## src/rtl/pps_seq_pkg.sv

```systemverilog
package pps_seq_pkg;
  localparam int unsigned SYNC_DEPTH_DEF = 2;
  localparam int unsigned CNT_W_DEF      = 8;

  typedef struct packed {
    logic start;   // accepted reference edge
    logic close;   // window-ending compared edge
    logic drop;    // reference edge refused during hold
  } seq_evt_t;
endpackage

```

## src/rtl/pps_sync_edge.sv

```systemverilog
module pps_sync_edge #(
  parameter int unsigned STAGES = 2
) (
  input  logic clk,
  input  logic rst_n,
  input  logic async_i,
  output logic rise_o
);
  localparam int unsigned LAST = STAGES - 1;

  logic [STAGES-1:0] sh_q;
  logic              prev_q;

  generate
    if (STAGES == 1) begin : g_one
      always_ff @(posedge clk or negedge rst_n) begin
        if (!rst_n) sh_q <= '0;
        else        sh_q <= async_i;
      end
    end else begin : g_many
      always_ff @(posedge clk or negedge rst_n) begin
        if (!rst_n) sh_q <= '0;
        else        sh_q <= {sh_q[STAGES-2:0], async_i};
      end
    end
  endgenerate

  always_ff @(posedge clk or negedge rst_n) begin
    if (!rst_n) prev_q <= 1'b0;
    else        prev_q <= sh_q[LAST];
  end

  assign rise_o = sh_q[LAST] & ~prev_q;

  // an edge pulse lasts a single cycle
  p_rise_single_r2: assert property (@(posedge clk) disable iff (!rst_n)
    rise_o |=> !rise_o);
endmodule

```

## src/rtl/pps_win_counter.sv

```systemverilog
module pps_win_counter #(
  parameter int unsigned CNT_W = 8
) (
  input  logic             clk,
  input  logic             rst_n,
  input  logic             clr_i,
  input  logic             inc_i,
  output logic [CNT_W-1:0] cnt_o,
  output logic             ovr_o
);
  localparam logic [CNT_W-1:0] MAX_CNT = {CNT_W{1'b1}};

  logic [CNT_W-1:0] cnt_q;
  logic             ovr_q;
  logic [CNT_W-1:0] nxt;

  assign nxt = cnt_q + 1'b1;

  always_ff @(posedge clk or negedge rst_n) begin
    if (!rst_n) begin
      cnt_q <= '0;
      ovr_q <= 1'b0;
    end else if (clr_i) begin
      cnt_q <= '0;
      ovr_q <= 1'b0;
    end else if (inc_i && cnt_q != MAX_CNT) begin
      cnt_q <= nxt;
      if (nxt == MAX_CNT) ovr_q <= 1'b1;
    end
  end

  assign cnt_o = cnt_q;
  assign ovr_o = ovr_q;

  // once at the ceiling, further counting keeps it there
  p_sat_hold_r8: assert property (@(posedge clk) disable iff (!rst_n)
    (cnt_q == MAX_CNT && inc_i && !clr_i) |=> (cnt_q == MAX_CNT));
  // the ceiling is never reached without the range flag
  p_sat_flag_r8: assert property (@(posedge clk) disable iff (!rst_n)
    (cnt_q == MAX_CNT) |-> ovr_q);
endmodule

```

## src/rtl/pps_charge_seq.sv

```systemverilog
module pps_charge_seq
  import pps_seq_pkg::*;
#(
  parameter int unsigned SYNC_DEPTH = SYNC_DEPTH_DEF,
  parameter int unsigned CNT_W      = CNT_W_DEF
) (
  input  logic             clk,
  input  logic             rst_n,
  input  logic             ref_pulse_i,
  input  logic             cmp_pulse_i,
  input  logic             conv_done_i,
  output logic             charge_en_o,
  output logic             discharge_en_o,
  output logic             conv_irq_o,
  output logic             overrun_o,
  output logic             overrange_o,
  output logic [CNT_W-1:0] win_len_o
);
  logic     ref_rise, cmp_rise;
  logic     charge_q, hold_q, irq_q, overrun_q;
  seq_evt_t evt;

  pps_sync_edge #(.STAGES(SYNC_DEPTH)) u_ref_sync (
    .clk(clk), .rst_n(rst_n), .async_i(ref_pulse_i), .rise_o(ref_rise));

  pps_sync_edge #(.STAGES(SYNC_DEPTH)) u_cmp_sync (
    .clk(clk), .rst_n(rst_n), .async_i(cmp_pulse_i), .rise_o(cmp_rise));

  always_comb begin
    evt.start = ref_rise & ~hold_q;
    evt.drop  = ref_rise &  hold_q;
    evt.close = cmp_rise & (charge_q | evt.start);
  end

  // charge bit: set by accepted reference, cleared by compared edge
  always_ff @(posedge clk or negedge rst_n) begin
    if (!rst_n)         charge_q <= 1'b0;
    else if (cmp_rise)  charge_q <= 1'b0;
    else if (evt.start) charge_q <= 1'b1;
  end

  // hold bit: set by accepted reference, cleared only by acknowledge
  always_ff @(posedge clk or negedge rst_n) begin
    if (!rst_n)                        hold_q <= 1'b0;
    else if (evt.start)                hold_q <= 1'b1;
    else if (conv_done_i && !charge_q) hold_q <= 1'b0;
  end

  always_ff @(posedge clk or negedge rst_n) begin
    if (!rst_n) begin
      irq_q     <= 1'b0;
      overrun_q <= 1'b0;
    end else begin
      irq_q <= evt.close;
      if (evt.drop) overrun_q <= 1'b1;
    end
  end

  pps_win_counter #(.CNT_W(CNT_W)) u_len (
    .clk(clk), .rst_n(rst_n), .clr_i(evt.start), .inc_i(charge_q),
    .cnt_o(win_len_o), .ovr_o(overrange_o));

  assign charge_en_o    = charge_q;
  assign discharge_en_o = ~hold_q;
  assign conv_irq_o     = irq_q;
  assign overrun_o      = overrun_q;

  // short is never applied while the capacitor is charging
  p_no_short_in_charge_r2: assert property (@(posedge clk) disable iff (!rst_n)
    charge_en_o |-> !discharge_en_o);
  // end of a charge window always raises the interrupt
  p_irq_on_close_r4: assert property (@(posedge clk) disable iff (!rst_n)
    $fell(charge_q) |-> irq_q);
  // interrupt is a single-cycle pulse
  p_irq_single_r4: assert property (@(posedge clk) disable iff (!rst_n)
    irq_q |=> !irq_q);
  // hold persists until acknowledged
  p_hold_until_done_r5: assert property (@(posedge clk) disable iff (!rst_n)
    (hold_q && !conv_done_i) |=> hold_q);
  // overrun flag is sticky
  p_overrun_sticky_r7: assert property (@(posedge clk) disable iff (!rst_n)
    overrun_q |=> overrun_q);
  // a refused reference edge never opens a window
  p_drop_no_start_r7: assert property (@(posedge clk) disable iff (!rst_n)
    (ref_rise && hold_q && !charge_q) |=> !charge_q);
endmodule

```

## config.mk

```make
export PLATFORM = sky130hd
export DESIGN_NAME = pps_charge_seq
export DESIGN_NICKNAME = d
export VERILOG_FILES = /design/src/rtl/pps_seq_pkg.sv /design/src/rtl/pps_sync_edge.sv /design/src/rtl/pps_win_counter.sv /design/src/rtl/pps_charge_seq.sv
export SDC_FILE = /design/constraint.sdc
export NUM_CORES = 1
export LEC_CHECK = 0
export BUFFER_PORTS_ARGS = -buffer_cell sky130_fd_sc_hd__buf_2
export CORE_MARGIN = 4
export CORE_UTILIZATION = 51
export CTS_CLUSTER_SIZE = 25
export DETAILED_ROUTE_END_ITERATION = 10
export GPL_ROUTABILITY_DRIVEN = 0
export PLACE_DENSITY = 0.76
export SYNTH_ARGS = -nofsm -noshare
export SYNTH_HDL_FRONTEND = slang
export SYNTH_SLANG_ARGS = --single-unit
export TNS_END_PERCENT = 100
```

## constraint.sdc

```tcl
create_clock -name clk -period 1.9 [get_ports clk]
set_input_delay 0.38 -clock clk [delete_from_list [all_inputs] [get_ports clk]]
set_output_delay 0.38 -clock clk [all_outputs]
set_load 0.1 [all_outputs]
```

==> metrics.md <==
| Metric | Value |
|---|---|
| RR Startpoint | u_len.cnt_o[0] |
| Post-Route WL | roughly 1500 um |
| # DRC | 0 |
| Largest net degree at the start of global routing | 20 |
| Post-route design area | about 940 um2 |
| Hold WC Path Type | input port to asynchronous set/reset pin |
| Share of layout cells above drive strength 1 | 0.323 |
| Worst relative slew slack | 0.676 |
| CTS tree | done |
| Post-DR vias/cell | ~5.7 |
| Gr usage total | 0.169 |
| Sequential-to-total area share from yosys stat | 0.585 |
| Number of global-route vias before repair | 599 |
| Antenna diode count | 0 |
| Setup TNS | 0 ns |
| Startpoint types | flip-flop |
| Ports | 18 |
| EDFF count, synth | 0 |
| Hpwl dp | 1120 um |
| Hold WS | ~0.0033 ns |
| Post-Route Skew | a little over 0.001 ns |
| Final Max Slew Viols | 0 |
| Rows | 14 |
| CP arrival | 1.90 ns |
| Largest stage delay on the critical path | roughly 0.44 ns |
| Worst setup EP type | flip-flop |
| Syn. warnings | 0 |
| F_max | about 600 MHz |
| Final setup viols | 0 |
| Worst R2R Path Depth | 5 |
| Max-cap violations | 0 |
| CTS root buf | clkbuf_4 |
| R2R Setup Slk | around 0.22 ns |
| Clk_lat worst skew | between 0.2 and 0.3 ns |
| Core ar. | roughly 1500 um2 |
| Total congestion overflow | 0 |
| RSZ-0062 raised after global routing | false |
| Required time worst endpoint | ~2.1 ns |
| Worst-Margin Slew | roughly 0.5 ns |
| Slowest-stage cell, CP | dfrtp_2 |
| FILL cells | 136 |
| Worst-path clk slew | roughly 0.11 ns |
| Final std cells w/o fill | between 100 and 150 |
| H-tree depth | 1 |
| Crit path launch | u_len.cnt_o[0] |
| Die area | between 2000 and 2500 um2 |
| Register area | just under 500 um2 |
| Final worst slack | about 0.22 ns |
| Leakage | 0.000438 uW |
| Initial antenna violation count | 0 |
| Setup bufs post-CTS | 0 |
| Wire per inst | 14.1 um |
| RR Endpoint | u_len.cnt_o[7] |
| WS Path Type | flip-flop to flip-flop |
| Synth async-reset ratio | 1.00 |
| Cts hold-fix bufs | 0 |
| Fin crit share | 0.885 |
| Final hold viol count | 0 |
| Pwr/cell area | roughly 1400 nW/um2 |
| Initial DRC count | 11 |
| Final worst path period need | 1.68 ns |
| Drt pass-1 iters | 4 |
| PortBufs | 17 |
| Vias | just over 600 |
| Clock buffer count from CTS | 3 |
| Max Root-Sink Buffers | 2 |
| Number of gates resized after CTS | 0 |
| Antenna-violating nets left | 0 |
| Setup WS pre-CTS | 0.264 ns |
| Multi-input logic area | ~300 um2 |
| Maximum VDD drop | 1270 uV |
| Die X | 47.9 um |
| Count of state elements after synthesis | 19 |
| Inst Count DP | between 100 and 150 |
| Final nets | between 100 and 150 |
| Avg Cell Area, Syn | approximately 11 um2 |
| Cell Area, Synth | just over 800 um2 |
| First-pass GRT wire length | 2680 um |
| Sink Count | 19 |
| Cell Area, Placed | between 900 and 1000 um2 |
| Synth Instances | 73 |
| CP cell instances | ha_1, nand3_1, o21ai_2, or3_1, a21oi_1 |
| Die Height | 47.9 um |
| Syn-to-layout area delta | 16.0% |
| Synth Flop Type | dfrtp_1 |
| Synth cell types | 25 |
| CP max FO | 6 |
| Mapped Nets | 80 |
| Outcome | finished, final reports clean |
| Initial Util | 0.540 |
## registers in the layout, indices dropped and copies added, names as in the netlist
signal             count
u_len.ovr_o            1
u_cmp_sync.sh_q        2
conv_irq_o             1
u_len.cnt_o            8
charge_en_o            1
overrun_o              1
hold_q                 1
u_ref_sync.sh_q        2
u_cmp_sync.prev_q      1
u_ref_sync.prev_q      1
## placed cells by master, fill, tap and decap left out, types with 3 or more instances in the layout
master and count:
buf_2 17, dfrtp_1 14, inv_1 6, nor2_1 5
nand3_1 5, a21oi_1 5, dfrtp_2 5, o21ai_0 4
nand2_1 3, xnor2_1 3, clkbuf_4 3
## Yosys cell counts, types with 2 or more instances
cell type  instances  share of area
dfrtp_1           19           0.58
nor4_1             2          0.015
nand2_1            3          0.014
xor2_1             2          0.022
nor2_1             5          0.023
o21ai_2            2          0.022
nand4_1            2          0.015
a21oi_1            5          0.031
nand3_1            5          0.031
ha_1               2          0.031
or3_1              2          0.015
inv_1              6          0.028
xnor2_1            3          0.032
o21ai_0            4          0.025
## cell type report
| type | instances | share of cell area |
|---|---|---|
| clock buffers | 3 | 0.0239 |
| multi-input cells | 47 | 0.322 |
| inverters | 6 | 0.0239 |
| clock inverters | 1 | 0.00796 |
| flip-flops and latches | 19 | 0.511 |
| well taps | 16 | 0.0212 |
| repair buffers | 17 | 0.0902 |
## power by group
group	leakage [uW]	switching (uW)	internal, uW	total (uW)
clock	0.0000139	123	79.9	203
combinational	0.000191	450	101	551
sequential	0.000233	70.1	465	535
total	0.000438	643	646	1290
## how the worst max path moves through the flow
stage	to	cells after the start
floorplan	u_len.ovr_o	5
global placement	u_len.cnt_o[5]	5
detailed placement	u_len.cnt_o[7]	5
CTS	u_len.cnt_o[7]	5
global route	u_len.cnt_o[7]	5
finish	u_len.cnt_o[7]	5
## metal layers
| layer | global-route usage | vias up | wire length [um] |
|---|---|---|---|
| li1 | - | 298 | - |
| met1 | 0.234 | 290 | 716 |
| met2 | 0.264 | 27 | 684 |
| met3 | 0.0376 | 4 | 114 |
| met4 | 0.0484 | 0 | 19 |
| met5 | 0 | - | 0 |
## cells by family after synthesis
logic type	share of synthesized area
AND/OR/NAND/NOR	0.158
AO/OA/AOI/OAI	0.131
XOR/XNOR	0.0539
buffers and inverters	0.0415
flip-flops	0.585
adder cells (fa/ha/maj)	0.0308
## critical path: cells and delay by family (launching register included)
kind | cells | cell delay [ns]
flops | 1 | 0.44
simple gates | 2 | 0.60
compound gates | 2 | 0.31
fa+ha+maj | 1 | 0.25
## stage by stage
stage,utilization,total power [uW]
3_3_place_gp,0.606,1090
2_1_floorplan,-,998
3_5_place_dp,0.606,1100
6_report,0.626,1290
5_1_grt,0.626,1380
4_1_cts,0.626,1300
(Power assumes the default switching activity.)
